`config.mk`:
```
export PLATFORM = sky130hd
export DESIGN_NAME = dual_read_regfile
export DESIGN_NICKNAME = d
export VERILOG_FILES = /design/src/rtl/rf_pkg.sv /design/src/rtl/rf_wr_decode.sv /design/src/rtl/rf_storage.sv /design/src/rtl/rf_rd_port.sv /design/src/rtl/dual_read_regfile.sv
export SDC_FILE = /design/constraint.sdc
export NUM_CORES = 2
export LEC_CHECK = 0
export ABC_CLOCK_PERIOD_IN_PS = 5500
export BUFFER_PORTS_ARGS = -buffer_cell sky130_fd_sc_hd__buf_4
export CAP_MARGIN = 20
export CORE_MARGIN = 4
export CORE_UTILIZATION = 40
export CTS_CLUSTER_DIAMETER = 100
export DETAILED_ROUTE_END_ITERATION = 16
export GPL_ROUTABILITY_DRIVEN = 0
export GPL_TIMING_DRIVEN = 0
export HOLD_SLACK_MARGIN = 0.06
export PLACE_DENSITY_LB_ADDON = 0.12
export SLEW_MARGIN = 40
export SYNTH_ARGS = -nofsm -noshare
export SYNTH_HDL_FRONTEND = slang
export SYNTH_SLANG_ARGS = --single-unit
```
`constraint.sdc`:
```
create_clock -name clk_i -period 5.5 [get_ports clk_i]
set_input_delay 1.1 -clock clk_i [delete_from_list [all_inputs] [get_ports clk_i]]
set_output_delay 1.1 -clock clk_i [all_outputs]
set_load 0.02 [all_outputs]
```
`src/rtl/rf_pkg.sv`:
```
package rf_pkg;
  localparam int unsigned RF_ENTRIES = 32;
  localparam int unsigned RF_WIDTH   = 32;
endpackage

```
`src/rtl/rf_wr_decode.sv`:
```
module rf_wr_decode #(
  parameter int unsigned ENTRIES = rf_pkg::RF_ENTRIES,
  localparam int unsigned SEL_W  = $clog2(ENTRIES)
) (
  input  logic               wen_i,
  input  logic [SEL_W-1:0]   wsel_i,
  output logic [ENTRIES-1:0] wen_vec_o
);
  // entry 0 never receives an enable
  assign wen_vec_o[0] = 1'b0;
  for (genvar k = 1; k < ENTRIES; k++) begin : g_dec
    assign wen_vec_o[k] = wen_i && (wsel_i == SEL_W'(k));
  end
endmodule

```
`src/rtl/rf_storage.sv`:
```
module rf_storage #(
  parameter int unsigned ENTRIES = rf_pkg::RF_ENTRIES,
  parameter int unsigned WIDTH   = rf_pkg::RF_WIDTH
) (
  input  logic                           clk_i,
  input  logic                           rst_ni,
  input  logic [ENTRIES-1:0]             wen_vec_i,
  input  logic [WIDTH-1:0]               wdata_i,
  output logic [ENTRIES-1:0][WIDTH-1:0]  entries_o
);
  assign entries_o[0] = '0;

  for (genvar k = 1; k < ENTRIES; k++) begin : g_ent
    logic [WIDTH-1:0] q;
    always_ff @(negedge clk_i or negedge rst_ni) begin
      if (!rst_ni)           q <= '0;
      else if (wen_vec_i[k]) q <= wdata_i;
    end
    assign entries_o[k] = q;

    AST_WRITE_LANDS: assert property (@(negedge clk_i) disable iff (!rst_ni)
      wen_vec_i[k] |=> (q == $past(wdata_i))) else $error("write lost");
  end

  AST_ONE_TARGET: assert property (@(negedge clk_i) disable iff (!rst_ni)
    $onehot0(wen_vec_i)) else $error("multiple write targets");

  AST_IDLE_HOLDS: assert property (@(negedge clk_i) disable iff (!rst_ni)
    (wen_vec_i == '0) |=> $stable(entries_o)) else $error("idle change");
endmodule

```
`src/rtl/rf_rd_port.sv`:
```
module rf_rd_port #(
  parameter int unsigned ENTRIES = rf_pkg::RF_ENTRIES,
  parameter int unsigned WIDTH   = rf_pkg::RF_WIDTH,
  localparam int unsigned SEL_W  = $clog2(ENTRIES)
) (
  input  logic [ENTRIES-1:0][WIDTH-1:0] entries_i,
  input  logic [SEL_W-1:0]              rsel_i,
  output logic [WIDTH-1:0]              rdata_o
);
  assign rdata_o = entries_i[rsel_i];
endmodule

```
`src/rtl/dual_read_regfile.sv`:
```
module dual_read_regfile #(
  parameter int unsigned ENTRIES = rf_pkg::RF_ENTRIES,
  parameter int unsigned WIDTH   = rf_pkg::RF_WIDTH,
  localparam int unsigned SEL_W  = $clog2(ENTRIES)
) (
  input  logic             clk_i,
  input  logic             rst_ni,
  input  logic             wen_i,
  input  logic [SEL_W-1:0] wsel_i,
  input  logic [WIDTH-1:0] wdata_i,
  input  logic [SEL_W-1:0] rsel_a_i,
  input  logic [SEL_W-1:0] rsel_b_i,
  output logic [WIDTH-1:0] rdata_a_o,
  output logic [WIDTH-1:0] rdata_b_o
);
  logic [ENTRIES-1:0]            wen_vec;
  logic [ENTRIES-1:0][WIDTH-1:0] entries;

  rf_wr_decode #(.ENTRIES(ENTRIES)) u_dec (
    .wen_i     (wen_i),
    .wsel_i    (wsel_i),
    .wen_vec_o (wen_vec)
  );

  rf_storage #(.ENTRIES(ENTRIES), .WIDTH(WIDTH)) u_store (
    .clk_i     (clk_i),
    .rst_ni    (rst_ni),
    .wen_vec_i (wen_vec),
    .wdata_i   (wdata_i),
    .entries_o (entries)
  );

  rf_rd_port #(.ENTRIES(ENTRIES), .WIDTH(WIDTH)) u_rd_a (
    .entries_i (entries),
    .rsel_i    (rsel_a_i),
    .rdata_o   (rdata_a_o)
  );

  rf_rd_port #(.ENTRIES(ENTRIES), .WIDTH(WIDTH)) u_rd_b (
    .entries_i (entries),
    .rsel_i    (rsel_b_i),
    .rdata_o   (rdata_b_o)
  );

  AST_ZERO_A: assert property (@(posedge clk_i) disable iff (!rst_ni)
    (rsel_a_i == '0) |-> (rdata_a_o == '0)) else $error("port A zero");
  AST_ZERO_B: assert property (@(posedge clk_i) disable iff (!rst_ni)
    (rsel_b_i == '0) |-> (rdata_b_o == '0)) else $error("port B zero");
  AST_SAME_SEL: assert property (@(posedge clk_i) disable iff (!rst_ni)
    (rsel_a_i == rsel_b_i) |-> (rdata_a_o == rdata_b_o)) else $error("ports differ");
endmodule

```
== Word-level counts from Yosys, hierarchy flattened ==
Cells that the tools add are included.

* Input bits: 50
* Output and inout bits: 64
* Register bits: 992
* Word-level logic and storage cells: 99

* Order comparisons: 2
* Multiplexer cells: 4
* Reductions and logical operators: 31
* Equality and inequality tests: 31

{| class="wikitable"
|+ Operators by type and width
! kind !! number
|-
| 32-bit binary-select mux with 5-bit select || 2
|-
| 5-bit == test (second input constant) || 16
|-
| 32-bit two-way mux || 2
|-
| 5-bit by 4-bit == test with 1-bit output (second input constant) || 8
|-
| 1-bit logical AND || 31
|-
| 5-bit by 3-bit == test with 1-bit output (second input constant) || 4
|-
| 5-bit by 6-bit < comparator with 1-bit output (second input constant) || 2
|-
| 5-bit by 2-bit == test with 1-bit output (second input constant) || 2
|-
| 5-bit by 1-bit == test with 1-bit output (second input constant) || 1
|}

== Depth between registers and ports, before layout ==
* Depth after elaboration: 2
* Mapped depth: 9
* Gate-level depth less buffers: 4

== By module ==
Synthesis repeated with hierarchy kept, for this count alone.

* Cell total of the unflattened synthesis: 4,601
* Area, all modules: 57,463.9 sq um

{| class="wikitable"
|+ By module, submodules not included
! module !! area each (sq um) !! instances !! cells each !! seq. area each (sq um)
|-
| rf_storage || 39,451.6 || 1 || 2,237 || 24,823.8
|-
| rf_rd_port || 8,887.3 || 2 || 1,158 || 0.0
|-
| rf_wr_decode || 237.7 || 1 || 48 || 0.0
|}

==> results_dict.tcl <==
set metrics [dict create \
    antenna_found_initial 15 \
    violations "setup timing" \
    finalHoldViolations 0 \
    n_fill_cell 11799 \
    setup_viol 74 \
    grt_pass1_wl_um 282000 \
    hpwl_um 140000 \
    skew_ns 0 \
    crit_family "compound AO/OA/AOI/OAI gates" \
    cts_hold_buf 0 \
    rsz0062_at_grt "true" \
    drc 0 \
    cp_max_fo 3 \
    final_nets 3899 \
    grt_pass1_vias 36454 \
    io_pins 114 \
    placementRows 133 \
    cap_violations 0 \
    clkTransAtPathRegs_ns 0.04 \
    cp-end-kind "output port" \
    htreeDepth 3 \
    p_per_area_nw_per_um2 370 \
    ys_async_sr_fraction_pct 100 \
    wl_um 202000 \
    largest_register "u_store.g_ent.q" \
    syn_area_um2 53200 \
    die_x_um 373 \
    insertion_delay_ns 0.68 \
    clockBufferDepth 3 \
    postSynthNetCount 3655 \
    synth_edf_count 0 \
    worstPathCellList "mux4_2, a22o_1, o21ai_4, o31ai_4, buf_6" \
    ys_ff_latch 992 \
    routed-via-count 35592 \
    io_buffers 103 \
    numCtsBuffers 116 \
    drtIter0Drc 3131 \
    cp-start-kind "flip-flop" \
    ys_warn_count 0 \
    seq_area_um2 24800 \
    die-area_um2 139000 \
    dp.cells 5474 \
    status "finished, violations left" \
    area_delta_synth_final_pct 17.1 \
    postSynthAreaPerCell_um2 14.8 \
    viasPerCell 6.25 \
    synth_seq_area_share_pct 46.6 \
    max_slew_margin_pct 38.7 \
    final.setup.worst_slack_ns -0.762 \
    coreArea_um2 132000 \
    track_usage_pct 28.5 \
    drive_gt1_share_pct 53.9 \
    largest_register_ffs 992 \
    grt_remaining_overflow 0 \
    netlist.area_leader.share_pct 46.6 \
    cts_num_sinks 992 \
    first_pass_iters 5 \
    arrival_ns 5.16 \
    critPathKind "flip-flop to output port" \
    ant_nets 0 \
    max_stage_delay_ns 0.49 \
    tightest_slew_ns 0.919 \
    critPathBufInv 1 \
    grt_max_degree 106 \
    synth_cell_types 30 \
    cts_tree "yes" \
    synthFlopType "dfrtn_1" \
    start_util_pct 40.4 \
    wl_per_cell_um 35.4 \
    multi_input_area_um2 28100 \
    final_cells 5695 \
    yosysMostFrequentCell "mux2_2" \
    worstPathRequired_ns 4.40 \
    drv_slew 0 \
    finalPower_mw 23.1 \
    synth_top_cells_by_count "mux2_2, dfrtn_1, mux4_2" \
    syn_inst 3605 \
    dieHeight_um 373 \
    crit_path_top_delay_cell "mux4_2" \
    p_leak_nw 26.9 \
    pre_cts_ws_ns -0.641 \
    yosysTopAreaCell "dfrtn_1" \
    reg_top3 "u_store.g_ent.q: 992 flops" \
    holdCritPathClass "flip-flop to flip-flop" \
    synth_area_leaders "dfrtn_1, mux2_2, mux4_2" \
    ir_worst_vdd_mv 0.259 \
    root_buffer "clkbuf_16" \
]
[final timing paths]
check                                          to  depth (start not counted)  slack [ns]                    start
max                                 rdata_b_o[30]                          5       -0.76  u_store.g_ent[31].q[30]
min                        u_store.g_ent[28].q[7]                          1        0.45   u_store.g_ent[28].q[7]
max reg2reg                u_store.g_ent[31].q[2]                          3        4.51   u_store.g_ent[31].q[2]
min reg2reg                u_store.g_ent[28].q[7]                          1        0.45   u_store.g_ent[28].q[7]
max in group asynchronous  u_store.g_ent[9].q[16]                          5        0.38                   rst_ni
min in group asynchronous  u_store.g_ent[19].q[4]                          1        2.96                   rst_ni
[cells by family after synthesis]
group | count (synthesis) | share of synthesized area (%)
AO/OA/AOI/OAI | 448 | 6.32
AND/OR/NAND/NOR | 125 | 1.36
flip-flops | 992 | 46.6
buffers and inverters | 408 | 3.53
multiplexers | 1632 | 42.2
[through the flow]
step	cell area [um^2]	utilization, %	TNS [ns]	hold slack, ns
floorplan	53200	-	0	0.430
global placement	56200	42.7	-	0.442
detailed placement	56600	43.0	-454.43	0.452
CTS	61800	46.9	-44.87	0.451
global route	62300	47.3	-45.02	0.465
finish	62300	47.3	-42.68	0.453
[cell usage in the layout, fill, tap and decap left out, types with 7 or more instances in the layout]
cell type	count
a22o_4	7
buf_2	147
mux4_2	384
clkbuf_1	178
mux2_1	39
clkbuf_2	71
nor2_1	12
a211oi_2	22
o31ai_4	50
clkinv_2	17
mux2_2	1017
o22ai_1	64
clkbuf_8	25
bufinv_16	7
buf_4	92
clkbuf_16	121
a22o_1	185
buf_16	13
mux2i_1	192
buf_6	57
nand2_1	15
o31ai_2	14
a211oi_1	41
dfrtn_1	992
o21ai_4	46
nor2b_1	10
o21ai_2	18
and2_1	66
[power breakdown]
group	internal, mW	leakage, nW	switching [mW]
Combinational	2.94	12.3	2.37
Sequential	8.88	12.7	1.01
Clock	4.59	1.87	3.27
[layer usage]
metal  up-vias  GRT usage [%]  share of wire (%)  wire [um]
li1      14491              -                  -          -
met1     19342           39.6                 43      87100
met2      1357           44.2                 46      92400
met3       388           5.46                6.8      13800
met4        14           11.3                4.2       8470
met5         -              0              0.045         90
[cell type report]
| class | instances | share of cell area [%] |
|---|---|---|
| Antenna cell | 6 | 0.0241 |
| Buffer | 406 | 3.16 |
| Clock buffer | 173 | 5.50 |
| Clock inverter | 30 | 0.580 |
| Inverter | 2 | 0.0120 |
| Multi-Input combinational cell | 2205 | 45.1 |
| Sequential cell | 992 | 39.8 |
| Tap cell | 1755 | 3.52 |
| Timing Repair Buffer | 126 | 2.29 |
[timing repair]
action                                  in CTS  in global routing
setup buffers                                4                  4
gates cloned                                 0                  2
endpoints found under the setup margin      64                277
pin swaps                                   80                 60
resized for setup                          245                 61
Power figures use the tool's default switching activity.
